File: config.mk
export PLATFORM = sky130hd
export DESIGN_NAME = tmr_bank
export DESIGN_NICKNAME = d
export VERILOG_FILES = /design/src/rtl/tmr_pkg.sv /design/src/rtl/tmr_prescaler.sv /design/src/rtl/tmr_channel.sv /design/src/rtl/tmr_regs.sv /design/src/rtl/tmr_bank.sv
export SDC_FILE = /design/constraint.sdc
export NUM_CORES = 1
export LEC_CHECK = 0
export BUFFER_PORTS_ARGS = -buffer_cell sky130_fd_sc_hd__buf_2
export CAP_MARGIN = 40
export CORE_MARGIN = 10
export CORE_UTILIZATION = 32
export DETAILED_ROUTE_END_ITERATION = 10
export GPL_TIMING_DRIVEN = 1
export HOLD_SLACK_MARGIN = 0.05
export MAX_ROUTING_LAYER = met4
export SYNTH_ARGS = -nofsm -noshare
export SYNTH_HDL_FRONTEND = slang
export SYNTH_SLANG_ARGS = --single-unit
File: constraint.sdc
create_clock -name clk -period 7.8 [get_ports clk]
set_clock_uncertainty 0.2 [all_clocks]
set_input_delay 0 -clock clk [delete_from_list [all_inputs] [get_ports clk]]
set_output_delay 0 -clock clk [all_outputs]
set_load 0.05 [all_outputs]
File: src/rtl/tmr_pkg.sv
package tmr_pkg;

  localparam int unsigned PRE_SHIFT_MAX = 10;

  typedef struct packed {
    logic       en;
    logic       irq_en;
    logic       cascade;
    logic [1:0] presc;
  } tmr_ctrl_t;

  function automatic logic [3:0] presc_shift(input logic [1:0] code);
    case (code)
      2'd0:    return 4'd0;
      2'd1:    return 4'd6;
      2'd2:    return 4'd8;
      default: return 4'd10;
    endcase
  endfunction

endpackage

File: src/rtl/tmr_prescaler.sv
module tmr_prescaler #(
  parameter int unsigned PH_W = tmr_pkg::PRE_SHIFT_MAX
) (
  input  logic       clk,
  input  logic       rst_n,
  input  logic       run,
  input  logic       restart,
  input  logic [3:0] shift,
  output logic       tick
);

  logic [PH_W-1:0] phase_q;
  logic [PH_W-1:0] lim;

  always_comb begin
    lim = '0;
    for (int i = 0; i < PH_W; i++) begin
      if (i < int'(shift)) lim[i] = 1'b1;
    end
  end

  assign tick = (phase_q == lim);

  always_ff @(posedge clk) begin
    if (!rst_n) begin
      phase_q <= '0;
    end else if (restart) begin
      phase_q <= '0;
    end else if (run) begin
      phase_q <= tick ? '0 : phase_q + 1'b1;
    end
  end

  AST_PHASE_BOUND: assert property (@(posedge clk) disable iff (!rst_n)
    (run && !restart) |=> (phase_q <= $past(lim)) || $past(restart));

endmodule

File: src/rtl/tmr_channel.sv
module tmr_channel
  import tmr_pkg::*;
#(
  parameter int unsigned CNT_W     = 16,
  parameter int unsigned PH_W      = PRE_SHIFT_MAX,
  parameter bit          HAS_LOWER = 1'b1
) (
  input  logic             clk,
  input  logic             rst_n,
  input  tmr_ctrl_t        ctrl,
  input  logic [CNT_W-1:0] reload,
  input  logic             start,
  input  logic             phase_clr,
  input  logic             lower_ovf,
  output logic             ovf,
  output logic             irq,
  output logic [CNT_W-1:0] count
);

  localparam logic [CNT_W-1:0] CNT_MAX = '1;

  logic             pre_tick;
  logic             src_tick;
  logic             tick;
  logic [CNT_W-1:0] cnt_q;
  logic             irq_q;

  tmr_prescaler #(.PH_W(PH_W)) u_pre (
    .clk     (clk),
    .rst_n   (rst_n),
    .run     (ctrl.en && !ctrl.cascade),
    .restart (phase_clr),
    .shift   (presc_shift(ctrl.presc)),
    .tick    (pre_tick)
  );

  assign src_tick = ctrl.cascade ? (lower_ovf && HAS_LOWER) : pre_tick;
  assign tick     = ctrl.en && src_tick;
  assign ovf      = tick && (cnt_q == CNT_MAX);

  always_ff @(posedge clk) begin
    if (!rst_n) begin
      cnt_q <= '0;
      irq_q <= 1'b0;
    end else begin
      irq_q <= ovf && ctrl.irq_en;
      if (start || ovf) begin
        cnt_q <= reload;
      end else if (tick) begin
        cnt_q <= cnt_q + 1'b1;
      end
    end
  end

  assign count = cnt_q;
  assign irq   = irq_q;

  AST_LOAD_ON_RISE: assert property (@(posedge clk) disable iff (!rst_n)
    start |=> cnt_q == $past(reload));

  AST_FREEZE_OFF: assert property (@(posedge clk) disable iff (!rst_n)
    (!ctrl.en && !start) |=> $stable(cnt_q));

  AST_IRQ_AFTER_WRAP: assert property (@(posedge clk) disable iff (!rst_n)
    irq_q |-> ($past(cnt_q) == CNT_MAX) && $past(ctrl.en) && $past(ctrl.irq_en)
              && (cnt_q == $past(reload)));

  generate
    if (!HAS_LOWER) begin : g_first
      AST_NO_SOURCE: assert property (@(posedge clk) disable iff (!rst_n)
        (ctrl.en && ctrl.cascade && !start) |=> $stable(cnt_q));
    end
  endgenerate

endmodule

File: src/rtl/tmr_regs.sv
module tmr_regs
  import tmr_pkg::*;
#(
  parameter int unsigned N_CH  = 4,
  parameter int unsigned CNT_W = 16,
  localparam int unsigned CH_W   = (N_CH > 1) ? $clog2(N_CH) : 1,
  localparam int unsigned ADDR_W = CH_W + 1
) (
  input  logic                       clk,
  input  logic                       rst_n,
  input  logic                       bus_we,
  input  logic [ADDR_W-1:0]          bus_addr,
  input  logic [CNT_W-1:0]           bus_wdata,
  output logic [CNT_W-1:0]           bus_rdata,
  input  logic [N_CH-1:0][CNT_W-1:0] counts,
  output tmr_ctrl_t [N_CH-1:0]       ctrl,
  output logic [N_CH-1:0][CNT_W-1:0] reload,
  output logic [N_CH-1:0]            start,
  output logic [N_CH-1:0]            phase_clr
);

  logic [CH_W-1:0] ch_sel;
  logic            sel_ctl;
  logic            ch_ok;
  tmr_ctrl_t       wr_ctrl;

  assign ch_sel  = bus_addr[ADDR_W-1:1];
  assign sel_ctl = bus_addr[0];
  assign ch_ok   = int'(ch_sel) < int'(N_CH);

  assign wr_ctrl.en      = bus_wdata[7];
  assign wr_ctrl.irq_en  = bus_wdata[6];
  assign wr_ctrl.cascade = bus_wdata[2];
  assign wr_ctrl.presc   = bus_wdata[1:0];

  generate
    for (genvar c = 0; c < N_CH; c++) begin : g_ch
      logic hit_ctl;
      logic hit_rel;
      assign hit_ctl = bus_we && sel_ctl && ch_ok && (int'(ch_sel) == c);
      assign hit_rel = bus_we && !sel_ctl && ch_ok && (int'(ch_sel) == c);

      assign start[c]     = hit_ctl && wr_ctrl.en && !ctrl[c].en;
      assign phase_clr[c] = hit_ctl && (start[c] || (wr_ctrl.presc != ctrl[c].presc));

      always_ff @(posedge clk) begin
        if (!rst_n) begin
          ctrl[c]   <= '0;
          reload[c] <= '0;
        end else begin
          if (hit_ctl) ctrl[c]   <= wr_ctrl;
          if (hit_rel) reload[c] <= bus_wdata;
        end
      end

      AST_RELOAD_KEEPS_CTRL: assert property (@(posedge clk) disable iff (!rst_n)
        hit_rel |=> $stable(ctrl[c]));
    end
  endgenerate

  always_comb begin
    bus_rdata = '0;
    if (ch_ok) begin
      if (sel_ctl) begin
        bus_rdata[7]   = ctrl[ch_sel].en;
        bus_rdata[6]   = ctrl[ch_sel].irq_en;
        bus_rdata[2]   = ctrl[ch_sel].cascade;
        bus_rdata[1:0] = ctrl[ch_sel].presc;
      end else begin
        bus_rdata = counts[ch_sel];
      end
    end
  end

  AST_CTRL_CLEAN: assert property (@(posedge clk) disable iff (!rst_n)
    sel_ctl |-> (bus_rdata[CNT_W-1:8] == '0) && (bus_rdata[5:3] == 3'b000));

endmodule

File: src/rtl/tmr_bank.sv
module tmr_bank
  import tmr_pkg::*;
#(
  parameter int unsigned N_CH  = 4,
  parameter int unsigned CNT_W = 16,
  parameter int unsigned PH_W  = PRE_SHIFT_MAX,
  localparam int unsigned CH_W   = (N_CH > 1) ? $clog2(N_CH) : 1,
  localparam int unsigned ADDR_W = CH_W + 1
) (
  input  logic              clk,
  input  logic              rst_n,
  input  logic              bus_we,
  input  logic [ADDR_W-1:0] bus_addr,
  input  logic [CNT_W-1:0]  bus_wdata,
  output logic [CNT_W-1:0]  bus_rdata,
  output logic [N_CH-1:0]   irq
);

  tmr_ctrl_t [N_CH-1:0]       ctrl;
  logic [N_CH-1:0][CNT_W-1:0] reload;
  logic [N_CH-1:0][CNT_W-1:0] counts;
  logic [N_CH-1:0]            start;
  logic [N_CH-1:0]            phase_clr;
  logic [N_CH-1:0]            ovf;
  logic [N_CH-1:0]            lower;

  tmr_regs #(.N_CH(N_CH), .CNT_W(CNT_W)) u_regs (
    .clk       (clk),
    .rst_n     (rst_n),
    .bus_we    (bus_we),
    .bus_addr  (bus_addr),
    .bus_wdata (bus_wdata),
    .bus_rdata (bus_rdata),
    .counts    (counts),
    .ctrl      (ctrl),
    .reload    (reload),
    .start     (start),
    .phase_clr (phase_clr)
  );

  generate
    for (genvar c = 0; c < N_CH; c++) begin : g_tmr
      if (c == 0) begin : g_src0
        assign lower[c] = 1'b0;
      end else begin : g_srcn
        assign lower[c] = ovf[c-1];
      end

      tmr_channel #(
        .CNT_W     (CNT_W),
        .PH_W      (PH_W),
        .HAS_LOWER (c != 0)
      ) u_ch (
        .clk       (clk),
        .rst_n     (rst_n),
        .ctrl      (ctrl[c]),
        .reload    (reload[c]),
        .start     (start[c]),
        .phase_clr (phase_clr[c]),
        .lower_ovf (lower[c]),
        .ovf       (ovf[c]),
        .irq       (irq[c]),
        .count     (counts[c])
      );

      if (c != 0) begin : g_casc_chk
        AST_CASCADE_STEP: assert property (@(posedge clk) disable iff (!rst_n)
          (ctrl[c].en && ctrl[c].cascade && !start[c] && !ovf[c-1]) |=> $stable(counts[c]));
      end
    end
  endgenerate

endmodule

==> results.json, run 1 <==
{
  "dieArea_sq_mm": 0.0388,
  "power_frac_clock": 0.438,
  "synth-async-reset-ratio": 0,
  "p_leak_nw": 3.84,
  "arrival_ps": 3740,
  "slowest_stage": "a21oi_2",
  "pwr-share-comb": 0.064,
  "switchingPower_mw": 0.519,
  "place_congestion": 0.891,
  "core_area_sq_mm": 0.0307,
  "cts_inserted_buffers": 17,
  "setup.worst_path.start_class": "flop",
  "clock_latency_ps": 440,
  "share_seq_of_total_power": 0.498,
  "holdPathEnd": "u_regs.reload[32]",
  "dpl.hpwl_um": 21600,
  "critPathMaxFanout": 19,
  "ff2ff_path_depth": 8,
  "synth_fp_nets": 1267,
  "worstMarginPinSlew_ps": 920,
  "placed_cell_area_sq_mm": 0.0105,
  "cp_cell_sequence": "ha_1 -> nand3_1 -> nor3_1 -> nand2_1 -> a21oi_2 -> nor2_1 -> mux2_2 -> o221a_2",
  "antenna_found_initial": 2,
  "ys_types": 65,
  "pin_count": 42,
  "critPathKind": "reg2reg",
  "nFillCells": 3220,
  "cts_max_level": 4,
  "grt_pass1_wl_um": 48300,
  "start_util": 0.326,
  "grt.overflow.total": 0,
  "ir_drop_mv": 0.138,
  "netlist_area_sq_mm": 0.0100,
  "final_area_sq_mm": 0.0112,
  "num_vias": 9161,
  "drv_slew": 0,
  "routedWlPerCell_um": 18.5,
  "syn_area_per_cell_sq_um": 8.10,
  "drc": 0,
  "synth_edf_count": 0,
  "dr.max_layer_used": "met4",
  "dr_wl_met2_um": 14500,
  "die_w_um": 197,
  "drive_above_1_share": 0.110,
  "hold_path_depth": 5,
  "yosysWarnings": 0,
  "critPathBufInv": 0,
  "finalHoldViolCount": 0,
  "cp-end-kind": "flop",
  "synth_ff_type": "dfxtp_1",
  "rr_endpoint": "g_tmr[1].u_ch.count[13]",
  "die_y_um": 197,
  "maxCapViolations": 0,
  "syn_to_final_growth_pct": 12.2,
  "tritoncts": "built",
  "post-route-period-util": 0.462,
  "synth_seq_cells": 192,
  "drt-total-wl_um": 30500,
  "max_stage_delay_ps": 670,
  "dr_wl_met3_um": 1430,
  "rsz0062_at_grt": "no",
  "clockBufferDepth": 2,
  "drt-vias-per-instance": 5.56,
  "post-route-min-period_ps": 3610,
  "core.rowCount": 64,
  "outcome": "finished clean",
  "root_buffer": "clkbuf_16",
  "wl_met1_um": 14000,
  "slew_headroom": 0.387,
  "syn_inst": 1237,
  "cts.sinks": 192,
  "min_from": "bus_addr[2]",
  "drt-initial-drc-count": 923,
  "clk_pin_slew_worst_paths_ps": 80,
  "cp_data_required_time_ps": 7940,
  "cts_hold_buf": 18,
  "setup_viol": 0,
  "regToRegStartpoint": "g_tmr[1].u_ch.count[0]",
  "r2r_slack_ps": 4190,
  "track_usage": 0.160,
  "grt_pass1_vias": 8660,
  "hp-class": "in2reg",
  "intPower_mw": 1.50,
  "final_nets": 1267,
  "setup_tns_ps": 0,
  "p_sw_frac": 0.257,
  "power.density_mw_per_mm2": 180,
  "yosysSeqAreaShare": 0.384,
  "io_buffers": 41,
  "final_antenna_net_count": 0,
  "first_pass_iters": 5,
  "grt_max_degree": 49,
  "seqCellArea_sq_mm": 0.00384,
  "cpLargestDelayFamily": "simple AND/OR/NAND/NOR gates",
  "cts_resized": 0,
  "multiInputGateArea_sq_mm": 0.00580,
  "max_freq_ghz": 0.277,
  "cts_setup_buffers": 0
}
## metrics by stage
stage	hold WS, ps	setup WS (ps)	total power, mW	cells	util
after detailed placement	119	4290	1.15	1596	0.341
after floorplan	-64.0	5030	1.11	1237	-
final	100	4190	2.02	1648	0.366
after global routing	141	4030	2.08	1648	0.366
after global placement	114	4360	1.15	1590	0.339
after CTS	77.1	4280	2.03	1646	0.366
## area by class of cell
type	count	area share
Multi-Input combinational cell	949	0.516
Sequential cell	192	0.342
Tap cell	396	0.0441
Timing Repair Buffer	70	0.0437
Clock buffer	20	0.0406
Clock inverter	12	0.0109
Inverter	7	0.00256
Antenna cell	2	0.000445
## cells by family (layout without fill, tap and decap cells)
family,Yosys count,in the layout,synth area share
and+or+nand+nor,562,562,0.267
xor gates and xnor gates,44,44,0.0385
AOI/OAI and AO/OA,269,269,0.168
buffers and inverters,96,109,0.0391
adders and majority gates,8,8,0.00999
other,0,2,0
DFF,192,192,0.384
muxes,66,66,0.0941
## sequential cells by signal (all words and copies together), names as in the netlist
name                      count
g_tmr.u_ch.count             64
g_tmr.u_ch.irq                4
g_tmr.u_ch.u_pre.phase_q     40
u_regs.ctrl                  20
u_regs.reload                64
## tightest hold or removal path, delay by kind of cell
kind                   cells  cell delay, ps
buffers and inverters      1             320
AND/OR/NAND/NOR            3             310
AO/OA/AOI/OAI              1              50
## power by group through the flow
stage | Combinational [mW] | Clock, mW | Sequential, mW
6_report | 0.129 | 0.885 | 1.01
2_1_floorplan | 0.0838 | 0 | 1.02
3_5_place_dp | 0.120 | 0 | 1.03
5_1_grt | 0.139 | 0.935 | 1.01
4_1_cts | 0.128 | 0.899 | 1.01
3_3_place_gp | 0.116 | 0 | 1.03
## cells in the final DEF, fill, tap and decap left out, drive strengths merged, types with 11 or more instances in the layout
cell | synthesis | routed
nand3 | 52 | 52
dfxtp | 192 | 192
nor3 | 28 | 28
a21oi | 116 | 116
a22oi | 16 | 16
a31oi | 17 | 17
mux2 | 16 | 16
nor2b | 28 | 28
mux4 | 21 | 21
nand2 | 219 | 219
or4 | 11 | 11
xor2 | 35 | 35
nand4 | 22 | 22
mux2i | 29 | 29
nor2 | 111 | 111
o21ai | 37 | 37
clkbuf | 66 | 20
and3 | 27 | 27
dlygate4sd3 | 0 | 18
and2 | 11 | 11
inv | 7 | 13
buf | 23 | 52
## Yosys cell counts (9+ instances only)
| master | n | share of area |
|---|---|---|
| and3_1 | 26 | 0.016 |
| buf_1 | 11 | 0.0041 |
| o21ai_0 | 37 | 0.018 |
| dfxtp_1 | 192 | 0.38 |
| nor3_1 | 27 | 0.013 |
| a21boi_0 | 10 | 0.0075 |
| clkbuf_1 | 66 | 0.025 |
| nor2_1 | 111 | 0.042 |
| xnor2_1 | 9 | 0.0079 |
| mux2_2 | 16 | 0.018 |
| o22ai_1 | 10 | 0.0062 |
| mux4_2 | 21 | 0.047 |
| nand3_1 | 52 | 0.026 |
| xor2_1 | 35 | 0.031 |
| nor2b_1 | 28 | 0.017 |
| nand4_1 | 22 | 0.014 |
| a21oi_1 | 115 | 0.057 |
| mux2i_1 | 29 | 0.029 |
| a31oi_1 | 17 | 0.011 |
| and2_1 | 11 | 0.0069 |
| or4_1 | 11 | 0.0082 |
| or3_1 | 10 | 0.0062 |
| a22oi_1 | 16 | 0.012 |
| nand2_1 | 219 | 0.082 |
## worst max path at each step
stage                            from                 endpoint  slack, ps  cells after the start
6_report       g_tmr[1].u_ch.count[0]  g_tmr[1].u_ch.count[13]       4190                      8
5_1_grt        g_tmr[0].u_ch.count[0]  g_tmr[1].u_ch.count[13]       4030                      8
4_1_cts        g_tmr[0].u_ch.count[0]  g_tmr[1].u_ch.count[13]       4280                      8
3_5_place_dp   g_tmr[0].u_ch.count[0]  g_tmr[1].u_ch.count[13]       4290                      8
3_3_place_gp   g_tmr[0].u_ch.count[0]  g_tmr[1].u_ch.count[13]       4360                      8
2_1_floorplan          u_regs.ctrl[1]   g_tmr[3].u_ch.count[0]       5030                      9
## per-layer routing
layer	up-vias	global-route usage
met2	243	0.254
li1	4443	-
met4	0	0.0444
met1	4436	0.206
met3	39	0.0257
met5	-	-
Note: power is estimated with default switching activity, not from simulation.
==> run 2, diff against run 1 <==
Clock period 7.8 ns to 3.15 ns, I/O delays scaled along.
==> run 2 against run 1 <==
Highest routed layer unchanged. Setup slack worse by 4000 ps. First-iteration DRC count up 0.43%. Utilization grew 0.88 points.
==> results.json, run 2 (same netlist as run 1, synthesis figures left out) <==
{
  "outcome": "finished clean",
  "post-route-min-period_ps": 2990,
  "worstMarginPinSlew_ps": 848,
  "critPathMaxFanout": 31,
  "cts_inserted_buffers": 17,
  "dieArea_sq_mm": 0.0388,
  "first_pass_iters": 5,
  "grt_use_met1": 0.212,
  "routedWlPerCell_um": 18.9,
  "drc": 0,
  "tritoncts": "built",
  "grt.busiest_layer": "met2",
  "post-place-ws_ps": 143,
  "grt_pass1_wl_um": 50500,
  "drt-initial-drc-count": 927,
  "drt-total-wl_um": 31800,
  "clockBufferDepth": 2,
  "clk_pin_slew_worst_paths_ps": 70,
  "intPower_mw": 3.84,
  "final_nets": 1302,
  "ir_drop_mv": 0.368,
  "arrival_ps": 3150,
  "post-route-period-util": 0.951,
  "final_cell_mix": "nand2_1, dfxtp_1, a21oi_1, nor2_1, nand3_1",
  "cts_setup_buffers": 0,
  "core.rowCount": 64,
  "final_antenna_net_count": 0,
  "critPathKind": "reg2reg",
  "maxCapViolations": 0,
  "holdWs_ps": 208,
  "setup.worst_path.start_class": "flop",
  "syn_to_final_growth_pct": 14.9,
  "grt.overflow.total": 0,
  "grt_pass1_vias": 9002,
  "finish.utilization": 0.375,
  "pin_count": 42,
  "slew_headroom": 0.432,
  "die_w_um": 197,
  "finalHoldViolCount": 0,
  "dpl.hpwl_um": 22700,
  "die_y_um": 197,
  "use_met3": 0.0245,
  "hp-class": "in2reg",
  "drive_above_1_share": 0.133,
  "core_area_sq_mm": 0.0307,
  "start_util": 0.326,
  "antenna_cells": 0,
  "setup_ws_ps": 155,
  "pwr-share-comb": 0.067,
  "final_common_cell": "nand2_1",
  "num_vias": 9405,
  "drt-vias-per-instance": 5.60,
  "place_congestion": 0.928,
  "clock_latency_ps": 440,
  "grt.met2_usage": 0.266,
  "io_buffers": 41,
  "rsz0062_at_grt": "no",
  "cts_max_level": 4,
  "cp-end-kind": "flop",
  "max_freq_ghz": 0.334,
  "track_usage": 0.168,
  "p_leak_nw": 4.02,
  "antenna_found_initial": 1,
  "drv_slew": 0,
  "share_seq_of_total_power": 0.492,
  "grt_max_degree": 68,
  "root_buffer": "clkbuf_16",
  "power_frac_clock": 0.441,
  "p_sw_frac": 0.242,
  "setup_tns_ps": 0,
  "power.density_mw_per_mm2": 439,
  "setup_viol": 0,
  "cts.sinks": 192,
  "cp_data_required_time_ps": 3300,
  "switchingPower_mw": 1.22
}
## run 2: final timing paths
path	slack, ps	startpoint	depth (start not counted)	end
max	160	u_regs.ctrl[1]	7	g_tmr[2].u_ch.count[11]
max reg2reg	160	u_regs.ctrl[1]	7	g_tmr[2].u_ch.count[11]
min	210	bus_addr[0]	4	u_regs.ctrl[8]
min reg2reg	260	u_regs.reload[34]	2	u_regs.reload[34]
## run 2: power by group through the flow
stage / registers [mW] / logic, mW / clock network, mW
floorplan: 2.53 / 0.208 / 0
global placement: 2.55 / 0.311 / 0
detailed placement: 2.55 / 0.315 / 0
CTS: 2.49 / 0.336 / 2.26
global route: 2.49 / 0.367 / 2.34
finish: 2.49 / 0.339 / 2.23
## run 2: stage by stage
step | cell area, sq um | cells | power (mW)
floorplan | 10000 | 1237 | 2.74
global placement | 10700 | 1626 | 2.86
detailed placement | 10700 | 1629 | 2.86
CTS | 11500 | 1679 | 5.09
global route | 11500 | 1679 | 5.20
finish | 11500 | 1679 | 5.06
## run 2: routing by layer
| layer | vias up | routed length (um) |
|---|---|---|
| li1 | 4496 | - |
| met1 | 4590 | 14300 |
| met2 | 265 | 14900 |
| met3 | 54 | 1570 |
| met4 | 0 | 1100 |
| met5 | - | 0 |
## run 2: worst max-delay path, stage by stage (launching register included)
cell and delay, ps:
dfxtp_1 490, nor2_1 90, or3_1 380, a2111o_1 470
a21o_1 270, and3_4 290, or4_1 540, a31oi_1 160
## run 2: layout make-up
cell class / count / area [sq um]
flip-flops and latches: 192 / 3840
repair buffers: 105 / 756
inverters: 7 / 28.8
clock inverters: 10 / 139
multi-input cells: 949 / 5810
fillers: 3144 / 19200
well taps: 396 / 495
clock buffers: 20 / 447
## run 2: timing repair
item	4_1_cts	5_1_grt
hold buffers	20	0
gates resized for setup	0	2
hold endpoints to repair	101	0
setup endpoints to repair	0	10
==> run 3, diff against run 2 <==
Settings changed: SETUP_SLACK_MARGIN set to 0.5.
==> run 3 against run 2 <==
Clock power is 4% lower. Sequential cell count is the same. Via count increased by 1.1%. Total power is 1.6% lower. Register-to-register slack gained 180 ps. Highest routed layer unchanged. Routed wire length rose by 3.1%. Hold slack better by 27 ps.
==> results.json, run 3 (same netlist as run 1, synthesis figures left out) <==
{
  "power.density_mw_per_mm2": 412,
  "arrival_ps": 2960,
  "start_util": 0.326,
  "placed_cell_area_sq_mm": 0.0107,
  "post-route-period-util": 0.894,
  "p_leak_nw": 4.20,
  "cts_max_level": 4,
  "slowest_stage": "a2111o_1",
  "routedWlPerCell_um": 19.2,
  "pin_count": 42,
  "drc": 0,
  "io_buffers": 41,
  "place_congestion": 0.893,
  "drv_slew": 0,
  "setup.worst_path.start_class": "flop",
  "critPathBufInv": 0,
  "cts_inserted_buffers": 17,
  "first_pass_iters": 5,
  "clk_pin_slew_worst_paths_ps": 80,
  "hp-class": "in2reg",
  "core.rowCount": 64,
  "drt-total-wl_um": 32800,
  "clockBufferDepth": 2,
  "max_freq_ghz": 0.355,
  "dieArea_sq_mm": 0.0388,
  "grt_pass1_vias": 8805,
  "outcome": "finished clean",
  "cp_cell_sequence": "a211o_1 -> a211o_1 -> a2111o_1 -> a21o_4 -> a211o_4 -> and3_4 -> o31a_1",
  "antenna_cells": 0,
  "ir_drop_mv": 0.386,
  "final_common_cell": "nand2_1",
  "drive_above_1_share": 0.197,
  "setup_tns_ps": 0,
  "final_nets": 1329,
  "dpl.hpwl_um": 22000,
  "final_antenna_net_count": 0,
  "setup_ws_ps": 335,
  "critPathKind": "reg2reg",
  "drt-initial-drc-count": 886,
  "grt.overflow.total": 0,
  "finalHoldViolCount": 0,
  "num_vias": 9510,
  "cpLargestDelayFamily": "compound AO/OA/AOI/OAI gates",
  "final_area_sq_mm": 0.0121,
  "setup_viol": 0,
  "antenna_found_initial": 0,
  "cp-end-kind": "flop",
  "die_w_um": 197,
  "clock_latency_ps": 450,
  "worstMarginPinSlew_ps": 813,
  "holdWs_ps": 235,
  "die_y_um": 197,
  "critPathMaxFanout": 6,
  "cp_data_required_time_ps": 3290,
  "core_area_sq_mm": 0.0307,
  "grt_max_degree": 68,
  "max_stage_delay_ps": 450,
  "drt-vias-per-instance": 5.57,
  "rsz0062_at_grt": "yes",
  "cpMostUsedCell": "a211o_1",
  "root_buffer": "clkbuf_16",
  "slew_headroom": 0.455,
  "maxCapViolations": 0,
  "grt_pass1_wl_um": 50500,
  "post-route-min-period_ps": 2820,
  "syn_to_final_growth_pct": 20.8,
  "post-place-ws_ps": 178,
  "track_usage": 0.170,
  "tritoncts": "built",
  "cts.sinks": 192,
  "final_cell_mix": "nand2_1, dfxtp_1, a21oi_1, nor2_1, buf_4"
}
[run 3: cell types whose count changed in the layout (fill, tap and decap cells not counted), sizes merged, moves of 2 or more]
cell / delta
bufinv: -3
and3: +2
clkinv: -2
buf: +19
dlygate4sd3: +3
inv: +9
[run 3: worst register-to-register path, stage by stage, from the launching register on]
cell,delay (ps)
dfxtp_4,360
a211o_1,320
a211o_1,260
a2111o_1,450
a21o_4,280
a211o_4,390
and3_4,180
o31a_1,270
[run 3: power breakdown]
| part | switching (mW) | leakage [nW] | internal (mW) |
|---|---|---|---|
| clock | 1.07 | 0.278 | 1.06 |
| sequential | 0.0336 | 1.56 | 2.46 |
| combinational | 0.231 | 2.37 | 0.127 |
| total | 1.34 | 4.20 | 3.65 |
[run 3: final timing paths]
| path | endpoint | depth (start not counted) | slack [ps] | startpoint |
|---|---|---|---|---|
| setup / recovery | g_tmr[3].u_ch.count[0] | 7 | 330 | u_regs.ctrl[1] |
| hold / removal | u_regs.reload[25] | 4 | 240 | bus_wdata[9] |
| setup reg to reg | g_tmr[3].u_ch.count[0] | 7 | 330 | u_regs.ctrl[1] |
| hold reg to reg | u_regs.reload[26] | 2 | 250 | u_regs.reload[26] |
[run 3: metrics by stage]
| step | cells | total power [mW] | util |
|---|---|---|---|
| after global placement | 1620 | 2.86 | 0.347 |
| after detailed placement | 1623 | 2.86 | 0.348 |
| after CTS | 1690 | 5.00 | 0.381 |
| final | 1708 | 4.98 | 0.394 |
| after global routing | 1708 | 5.14 | 0.394 |
| after floorplan | 1237 | 2.74 | - |
[run 3: repair_timing]
item	in CTS	in global routing
pin swaps	13	21
endpoints found under the setup margin	57	73
resized for setup	40	70
endpoints found under the hold margin	120	0
cloned	2	3
setup buffers	10	15
hold buffers	23	0
[run 3: metal layers]
metal  wire [um]  vias up  track usage
met4        1650        0       0.0909
met5           0        -            -
met2       14900      299        0.258
li1            -     4562            -
met3        1850       84       0.0298
met1       14300     4565        0.212
[run 3: final cells by class]
cell class | count | area (sq um)
clock inverter | 14 | 121
tap | 396 | 495
sequential | 192 | 3880
fill | 3125 | 18600
inverter | 7 | 28.8
multi-input combinational | 952 | 6100
timing repair buffer | 129 | 1040
clock buffer | 18 | 439
